[config.mk]
export PLATFORM = sky130hd
export DESIGN_NAME = cc_timebase
export DESIGN_NICKNAME = d
export VERILOG_FILES = /design/src/rtl/tmr_pkg.sv /design/src/rtl/tmr_prescaler.sv /design/src/rtl/tmr_pin_edge.sv /design/src/rtl/tmr_count_core.sv /design/src/rtl/cc_timebase.sv
export SDC_FILE = /design/constraint.sdc
export NUM_CORES = 1
export LEC_CHECK = 0
export ABC_AREA = 1
export CORE_MARGIN = 8
export CORE_UTILIZATION = 25
export DETAILED_ROUTE_END_ITERATION = 8
export DONT_BUFFER_PORTS = 1
export GPL_TIMING_DRIVEN = 0
export HOLD_SLACK_MARGIN = 0.06
export MAX_ROUTING_LAYER = met4
export SETUP_SLACK_MARGIN = 0.3
export SKIP_CTS_REPAIR_TIMING = 1
export SLEW_MARGIN = 10
export SYNTH_ARGS = -nofsm -noshare
export SYNTH_HDL_FRONTEND = slang
export SYNTH_SLANG_ARGS = --single-unit
[constraint.sdc]
create_clock -name clk -period 3.7 [get_ports clk]
set_input_delay 0.37 -clock clk [delete_from_list [all_inputs] [get_ports clk]]
set_output_delay 0.37 -clock clk [all_outputs]
set_load 0.005 [all_outputs]
[src/rtl/tmr_pkg.sv]
package tmr_pkg;
    typedef enum logic [1:0] {
        SRC_PRESC = 2'd0,
        SRC_EXT   = 2'd1,
        SRC_PIN   = 2'd2,
        SRC_OFF   = 2'd3
    } src_e;

    typedef enum logic {
        ST_HALT = 1'b0,
        ST_RUN  = 1'b1
    } run_state_e;
endpackage

[src/rtl/tmr_prescaler.sv]
module tmr_prescaler #(
    parameter int SEL_W     = 3,
    parameter int BASE_LOG2 = 3
) (
    input  logic             clk,
    input  logic             rst_n,
    input  logic             clr_i,
    input  logic [SEL_W-1:0] sel_i,
    output logic             tick_o
);
    localparam int NSEL  = 1 << SEL_W;
    localparam int DIV_W = BASE_LOG2 + NSEL - 1;

    logic [DIV_W-1:0] div_q;
    logic [NSEL-1:0]  hit;

    // a tap hits when its low BASE_LOG2+g bits are all ones
    generate
        for (genvar g = 0; g < NSEL; g++) begin : g_tap
            assign hit[g] = &div_q[BASE_LOG2+g-1:0];
        end
    endgenerate

    always_ff @(posedge clk or negedge rst_n) begin
        if (!rst_n)     div_q <= '0;
        else if (clr_i) div_q <= '0;
        else            div_q <= div_q + 1'b1;
    end

    assign tick_o = hit[sel_i] && !clr_i;

    // a tick is always followed by a cleared tap region
    assert_tick_restarts_R2: assert property (@(posedge clk) disable iff (!rst_n)
        tick_o |=> (div_q[BASE_LOG2-1:0] == '0));
endmodule

[src/rtl/tmr_pin_edge.sv]
module tmr_pin_edge #(
    parameter int STAGES = 2
) (
    input  logic clk,
    input  logic rst_n,
    input  logic pin_i,
    output logic rise_o
);
    logic [STAGES-1:0] sync_q;
    logic              last_q;

    generate
        if (STAGES == 1) begin : g_one
            always_ff @(posedge clk or negedge rst_n) begin
                if (!rst_n) sync_q <= '0;
                else        sync_q <= pin_i;
            end
        end else begin : g_many
            always_ff @(posedge clk or negedge rst_n) begin
                if (!rst_n) sync_q <= '0;
                else        sync_q <= {sync_q[STAGES-2:0], pin_i};
            end
        end
    endgenerate

    always_ff @(posedge clk or negedge rst_n) begin
        if (!rst_n) last_q <= 1'b0;
        else        last_q <= sync_q[STAGES-1];
    end

    assign rise_o = sync_q[STAGES-1] & ~last_q;

    // one rising edge yields exactly one enable cycle
    assert_single_rise_R4: assert property (@(posedge clk) disable iff (!rst_n)
        rise_o |=> !rise_o);
endmodule

[src/rtl/tmr_count_core.sv]
module tmr_count_core #(
    parameter int CNT_W = 16
) (
    input  logic             clk,
    input  logic             rst_n,
    input  logic             en_i,
    input  logic             wr_i,
    input  logic [CNT_W-1:0] wdata_i,
    input  logic             rel_wr_i,
    input  logic [CNT_W-1:0] rel_wdata_i,
    output logic [CNT_W-1:0] count_o,
    output logic [CNT_W-1:0] reload_o,
    output logic             ovf_o
);
    localparam logic [CNT_W-1:0] MAXV = {CNT_W{1'b1}};

    logic [CNT_W-1:0] count_q, reload_q;
    logic             ovf_q;

    always_ff @(posedge clk or negedge rst_n) begin
        if (!rst_n) begin
            count_q <= '0;
            ovf_q   <= 1'b0;
        end else if (wr_i) begin
            count_q <= wdata_i;
            ovf_q   <= 1'b0;
        end else if (en_i && count_q == MAXV) begin
            count_q <= reload_q;
            ovf_q   <= 1'b1;
        end else if (en_i) begin
            count_q <= count_q + 1'b1;
            ovf_q   <= 1'b0;
        end else begin
            ovf_q   <= 1'b0;
        end
    end

    always_ff @(posedge clk or negedge rst_n) begin
        if (!rst_n)        reload_q <= '0;
        else if (rel_wr_i) reload_q <= rel_wdata_i;
    end

    assign count_o  = count_q;
    assign reload_o = reload_q;
    assign ovf_o    = ovf_q;

    assert_reload_on_wrap_R6: assert property (@(posedge clk) disable iff (!rst_n)
        ovf_q |-> (count_q == $past(reload_q)));
    assert_wrap_from_max_R6: assert property (@(posedge clk) disable iff (!rst_n)
        ovf_q |-> ($past(count_q) == MAXV));
    assert_write_wins_R8: assert property (@(posedge clk) disable iff (!rst_n)
        wr_i |=> (count_q == $past(wdata_i)));
    assert_step_one_R3: assert property (@(posedge clk) disable iff (!rst_n)
        (en_i && !wr_i && count_q != MAXV) |=> (count_q == CNT_W'($past(count_q) + 1'b1)));
endmodule

[src/rtl/cc_timebase.sv]
module cc_timebase #(
    parameter int CNT_W     = 16,
    parameter int PSEL_W    = 3,
    parameter int BASE_LOG2 = 3,
    parameter int SYNC_LEN  = 2
) (
    input  logic              clk,
    input  logic              rst_n,
    input  logic              run_i,
    input  logic [1:0]        src_sel_i,
    input  logic [PSEL_W-1:0] presc_sel_i,
    input  logic              ext_ovf_i,
    input  logic              cnt_pin_i,
    input  logic              cnt_wr_i,
    input  logic [CNT_W-1:0]  cnt_wdata_i,
    input  logic              rel_wr_i,
    input  logic [CNT_W-1:0]  rel_wdata_i,
    output logic [CNT_W-1:0]  count_o,
    output logic [CNT_W-1:0]  reload_o,
    output logic              ovf_o
);
    import tmr_pkg::*;

    run_state_e state_q, state_d;
    src_e       src;
    logic       presc_clr, presc_tick, pin_rise, src_en, cnt_en;

    assign src = src_e'(src_sel_i);

    // state register
    always_ff @(posedge clk or negedge rst_n) begin
        if (!rst_n) state_q <= ST_HALT;
        else        state_q <= state_d;
    end

    // next state: start / stop transitions
    always_comb begin
        state_d = state_q;
        unique case (state_q)
            ST_HALT: if (run_i)  state_d = ST_RUN;
            ST_RUN:  if (!run_i) state_d = ST_HALT;
            default: state_d = ST_HALT;
        endcase
    end

    // source selection
    always_comb begin
        unique case (src)
            SRC_PRESC: src_en = presc_tick;
            SRC_EXT:   src_en = ext_ovf_i;
            SRC_PIN:   src_en = pin_rise;
            SRC_OFF:   src_en = 1'b0;
            default:   src_en = 1'b0;
        endcase
    end

    // outputs of the state machine
    always_comb begin
        cnt_en    = 1'b0;
        presc_clr = 1'b1;
        unique case (state_q)
            ST_HALT: begin
                cnt_en    = 1'b0;
                presc_clr = 1'b1;
            end
            ST_RUN: begin
                cnt_en    = src_en;
                presc_clr = (src != SRC_PRESC);
            end
            default: ;
        endcase
    end

    tmr_prescaler #(.SEL_W(PSEL_W), .BASE_LOG2(BASE_LOG2)) u_presc (
        .clk    (clk),
        .rst_n  (rst_n),
        .clr_i  (presc_clr),
        .sel_i  (presc_sel_i),
        .tick_o (presc_tick)
    );

    tmr_pin_edge #(.STAGES(SYNC_LEN)) u_pin (
        .clk    (clk),
        .rst_n  (rst_n),
        .pin_i  (cnt_pin_i),
        .rise_o (pin_rise)
    );

    tmr_count_core #(.CNT_W(CNT_W)) u_core (
        .clk         (clk),
        .rst_n       (rst_n),
        .en_i        (cnt_en),
        .wr_i        (cnt_wr_i),
        .wdata_i     (cnt_wdata_i),
        .rel_wr_i    (rel_wr_i),
        .rel_wdata_i (rel_wdata_i),
        .count_o     (count_o),
        .reload_o    (reload_o),
        .ovf_o       (ovf_o)
    );

    assert_halt_holds_R7: assert property (@(posedge clk) disable iff (!rst_n)
        (state_q == ST_HALT && !cnt_wr_i) |=> $stable(count_o));
    assert_off_source_R5: assert property (@(posedge clk) disable iff (!rst_n)
        (src_sel_i == 2'd3 && !cnt_wr_i) |=> $stable(count_o));
    assert_no_ovf_halted_R7: assert property (@(posedge clk) disable iff (!rst_n)
        (state_q == ST_HALT && !cnt_wr_i) |=> !ovf_o);
endmodule

# Yosys cells after proc, flatten, opt, wreduce, memory -nomap -nowiden
# Cells that the tools add are included.
# Widths: inputs -> output; s select.
[classes]
n_eq_ne = 4
bitwise = 3
n_mux = 12
reduce_logical = 14
addsub = 2
magnitude_cmp = 1
[op_table]
columns = ["operator", "count"]
rows = [
  ["$mux 16", 3],
  ["$add 16x1->16 const B", 1],
  ["$eq 16x16->1 const B", 1],
  ["$add 10x1->10 const B", 1],
  ["$mux 10", 1],
  ["$reduce_and 10->1", 1],
  ["$reduce_and 9->1", 1],
  ["$reduce_and 8->1", 1],
  ["$reduce_and 7->1", 1],
  ["$reduce_and 6->1", 1],
  ["$reduce_and 5->1", 1],
  ["$eq 2x2->1 const B", 2],
  ["$lt 3x4->1 const B", 1],
  ["$mux 1", 4],
  ["$pmux 1 s2", 2],
  ["$pmux 1 s4", 1],
  ["$reduce_and 4->1", 1],
  ["$bmux 1 s3", 1],
  ["$reduce_and 3->1", 1],
  ["$reduce_bool 3->1", 1],
  ["$eq 2x1->1 const B", 1],
  ["$logic_and 1x1->1", 2],
  ["$logic_not 2->1", 1],
  ["$not 1->1", 2],
  ["other kinds (3)", 3],
]
[totals]
reg_bits = 47
in_bits = 44
elab_cells = 43
output_inout_bits = 33

# Longest topological paths before layout
[depth]
ltp_word = 9
ltp_mapped = 18
depth_no_buf = 18

# Hierarchy
# A second synthesis with hierarchy kept.
[unflattened]
cells_unflattened = 345
area_unflattened_um2 = 2768.9
[modules_own_cells]
columns = ["mod", "area_per_inst_um2", "instances", "cells_each", "seq_area_each_um2"]
rows = [
  ["tmr_count_core", 2001.9, 1, 244, 825.8],
  ["tmr_prescaler", 610.6, 1, 83, 250.2],
  ["tmr_pin_edge", 85.1, 1, 5, 75.1],
  ["cc_timebase", 71.3, 1, 13, 25.0],
]

# Worst setup path before layout
# No wires, ideal clock.
[synth_timing]
path_kind = "register -> register"
startpoint = "register u_presc.div_q[0]"
endpoint = "register u_core.count_q[9], in the netlist u_core.count_o[9]"
n_path_buf = 0
path_stages_with_launch = 18
setup_ns = 0.113
period_less_slack_ns = 2.086
required_ns = 3.587
arrival_time_ns = 1.973
setup_slack_ns = 1.614
path_cell_list = "dfrtp_1 ha_1 nand2_1 nor2_2 nand2_1 inv_1 ha_1 nor2_1 nor2_1 nand2_1 nand2_1 nand2_1 nand2_1 nand2_1 nand2_1 or2_2 nand2_1 inv_1"
[synth_via]
elab_chain_len = 9
word_cells_on_any_way = 17
classes_between = "mux: 6; reduce/logical: 11"
[synth_lines]
columns = ["item", "line_no", "rtl"]
rows = [
  ["from (decl)", "tmr_prescaler.sv:14", "logic [DIV_W-1:0] div_q;"],
  ["from (signal assigned)", "tmr_prescaler.sv:27", "else div_q <= div_q + 1'b1;"],
  ["$reduce_and 10->1, or another cell as far along", "tmr_prescaler.sv:20", "assign hit[g] = &div_q[BASE_LOG2+g-1:0];"],
  ["$bmux 1 s3 *", "tmr_prescaler.sv:30", "assign tick_o = hit[sel_i] && !clr_i;"],
  ["$mux 1 (not written as such) *", "tmr_prescaler.sv:30", ""],
  ["$logic_and 1x1->1 *", "tmr_prescaler.sv:30", ""],
  ["$pmux 1 s4 *", "cc_timebase.sv:48", "unique case (src)"],
  ["$pmux 1 s2 *", "cc_timebase.sv:61", "unique case (state_q)"],
  ["$logic_and 1x1->1", "tmr_count_core.sv:27", "end else if (en_i && count_q == MAXV) begin"],
  ["$mux 16", "tmr_count_core.sv:27", ""],
  ["$mux 16", "tmr_count_core.sv:24", "end else if (wr_i) begin"],
  ["to (signal assigned)", "tmr_count_core.sv:25", "count_q <= wdata_i;"],
  ["to (signal assigned)", "tmr_count_core.sv:28", "count_q <= reload_q;"],
  ["to (signal assigned)", "tmr_count_core.sv:31", "count_q <= count_q + 1'b1;"],
  ["to (decl)", "tmr_count_core.sv:17", "logic [CNT_W-1:0] count_q, reload_q;"],
]
# Mark *: on every way between the ends. The rest lies on a longest branch, timed or not. The select of a mux whose other input is x is not followed.
# A chain may end at the register's enable or synchronous reset.

# Worst setup path in the final report
# Ends and elaborated chain as after synthesis.

==> flow_summary.json <==
{
  "max-vdd-ir-drop_v": 0.0002203,
  "dieWidth_um": 119.8,
  "cp_max_fo": 10,
  "grt_max_degree": 48,
  "syn_area_per_cell_um2": 7.873,
  "slew_violations": 0,
  "cts_buffers": 5,
  "syn_nets": 391,
  "synth_top_area_share_pct": 43.68,
  "crit_start": "u_presc.div_q[0]$_DFF_PN0_",
  "clock_path_buffers": 2,
  "drc": 0,
  "wl_per_cell_um": 15.58,
  "worst_slew_pin_slew_ps": 501.2,
  "multi_input_area_um2": 1346,
  "synth_edf_count": 0,
  "grt_pass1_wl_um": 11810,
  "first_iter_violations": 126,
  "coreArea_um2": 10700,
  "r2r_slack_ps": 1310,
  "htree_num_levels": 2,
  "rsz0062_at_grt": "false",
  "yosysWarnings": 0,
  "r2r_end": "u_core.count_o[9]$_DFFE_PN0P_",
  "wl_um": 7651,
  "antenna_cells": 0,
  "seq_area_um2": 1176,
  "synth_area_leaders": "dfrtp_1 44%, nand2_1 11%, nor2_1 9.3%, nand3_1 5.6%, inv_1 4.6%",
  "startpoint_type": "flop",
  "synth_cell_types": 30,
  "ys_ff_latch": 47,
  "setup_viol": 0,
  "final_common_cell": "nand2_1",
  "drive_above_1_share_pct": 8.262,
  "ys_seq_area_share_pct": 43.68,
  "power.density_nw_per_um2": 387.2,
  "hold_violations": 0,
  "max_freq_mhz": 418.5,
  "status": "completed",
  "critPathKind": "flop to flop",
  "dieArea_um2": 14350,
  "initial_core_util_pct": 25.17,
  "utilization_pct": 27.98,
  "endpoint_kind": "flop",
  "slew_headroom_pct": 66.59,
  "dp.cells": 482,
  "fin_crit_sh_pct": 64.58,
  "cts_root_buffer": "clkbuf_8",
  "cts.sinks": 47,
  "reg2reg_from": "u_presc.div_q[0]$_DFF_PN0_",
  "portBuffers": 0,
  "ys_async_sr_fraction_pct": 100.0,
  "n_fill_cell": 1167,
  "synth_top_flop_cell": "dfrtp_1",
  "worstSkewPairLatency_ps": 300,
  "synth_top_cell_by_area": "dfrtp_1",
  "endpoint": "u_core.count_o[9]$_DFFE_PN0P_",
  "max_cap_viol_count": 0,
  "grt_pass1_vias": 2245,
  "row_count": 38,
  "syn-cell-area_um2": 2693,
  "hold_path_class": "primary input to flop",
  "dr.pass1.iters": 4,
  "dp_hpwl_um": 6101,
  "syn_to_final_growth_pct": 11.15,
  "gp_congestion": 0.8395,
  "overflow": 0,
  "nets": 400,
  "arrival_ps": 2600,
  "r2r_cells": 18,
  "grt_antenna_before_repair": 0,
  "crit_required_ps": 3910,
  "die_h_um": 119.8,
  "num_vias": 2219,
  "grt_use_total_pct": 11.01,
  "finalCriticalPeriod_ps": 2390,
  "clock-skew-final_ps": 5.420,
  "vias_per_cell": 4.519,
  "final_cell_mix": "77 x nand2_1, 67 x nor2_1, 47 x dfrtp_1",
  "clk_pin_slew_ps": 80,
  "ant_nets": 0,
  "cts_tree": "built",
  "dpl_cell_area_um2": 2868,
  "final_area_um2": 2993,
  "pin_count": 77,
  "fin_setup_tns_ps": 0,
  "final_cells": 491,
  "leakagePower_nw": 1.401,
  "syn_inst": 342
}
## synth_stat cells (2+ instances only)
library cell,number
a21boi_0,7
a21boi_1,3
a21oi_1,4
clkbuf_1,7
dfrtp_1,47
ha_1,5
inv_1,33
mux2_2,7
nand2_1,77
nand3_1,30
nand3_4,2
nand4_1,6
nor2_1,67
nor3_1,4
nor3b_1,2
nor3b_4,2
o21ai_0,13
or2_2,2
xnor2_1,5
xor2_1,9
## worst max-delay path, stage by stage, from the launching register on
cell and delay (ps):
dfrtp_1 370, ha_1 200, nand2_1 70, nor2_2 130, nand2_1 90, inv_1 60
ha_1 130, nor2_1 40, nor2_1 80, nand2_1 60, nand2_1 60, nand2_1 110
nand2_1 150, nand2_1 90, buf_2 200, a21boi_0 250, nand3_1 110, nand2_1 60
inv_1 30
## kinds of logic (layout without fill, tap and decap cells)
family	after synthesis	after routing	synth area share [%]
flip-flops	47	47	43.68
AND/OR/NAND/NOR	196	196	33.36
multiplexers	7	7	2.928
AO/OA/AOI/OAI	29	29	6.831
adder cells (fa/ha/maj)	5	5	2.323
XOR/XNOR	14	14	4.554
buffers and inverters	44	53	6.320
## sequential cells by signal, indices dropped and copies added (netlist names)
register / count
u_core.reload_o: 16
u_pin.last_q: 1
u_presc.div_q: 10
state_q: 1
u_pin.sync_q: 2
u_core.ovf_o: 1
u_core.count_o: 16
## metal layers
| layer | global-route usage, % | vias to the layer above | routed length, um |
|---|---|---|---|
| met5 | - | - | 0 |
| met4 | 3.357 | 0 | 57 |
| met3 | 4.697 | 6 | 754 |
| met2 | 17.11 | 76 | 3529 |
| met1 | 12.64 | 1035 | 3310 |
| li1 | - | 1102 | - |
## worst min-delay path by stage
stage | start | slack (ps) | cells after the start | endpoint
finish | cnt_pin_i | 90 | 0 | u_pin.sync_q[0]$_DFF_PN0_
floorplan | rst_n | 70 | 0 | state_q$_DFF_PN0_
global placement | rst_n | 80 | 0 | u_core.reload_o[14]$_DFFE_PN0P_
global route | cnt_pin_i | 60 | 0 | u_pin.sync_q[0]$_DFF_PN0_
CTS | rst_n | -270 | 0 | u_core.reload_o[7]$_DFFE_PN0P_
detailed placement | rst_n | 80 | 0 | u_core.count_o[11]$_DFFE_PN0P_
## final cells by class
cell class / count / share of cell area, %
plain buffers: 9 / 1.296
clock buffers: 6 / 2.759
clock inverters: 1 / 0.1672
inverters: 35 / 4.390
multi-input cells: 251 / 44.98
flip-flops and latches: 47 / 39.30
well taps: 140 / 5.853
repair buffers: 2 / 1.254
## stage by stage
stage	worst slack, ps	total power [mW]	hold WS [ps]
3_5_place_dp	1324	0.8441	76.85
3_3_place_gp	1322	0.8361	77.14
6_report	1310	1.159	90.67
4_1_cts	1302	1.173	-265.9
5_1_grt	987.0	1.239	61.63
2_1_floorplan	1614	0.7775	74.41
## report_power, final
part	internal (mW)	leakage (nW)	switching (mW)
registers	0.561	0.575	0.0823
logic	0.0820	0.779	0.119
clock network	0.147	0.0470	0.168
No activity file was read; power rests on OpenSTA's default activity.
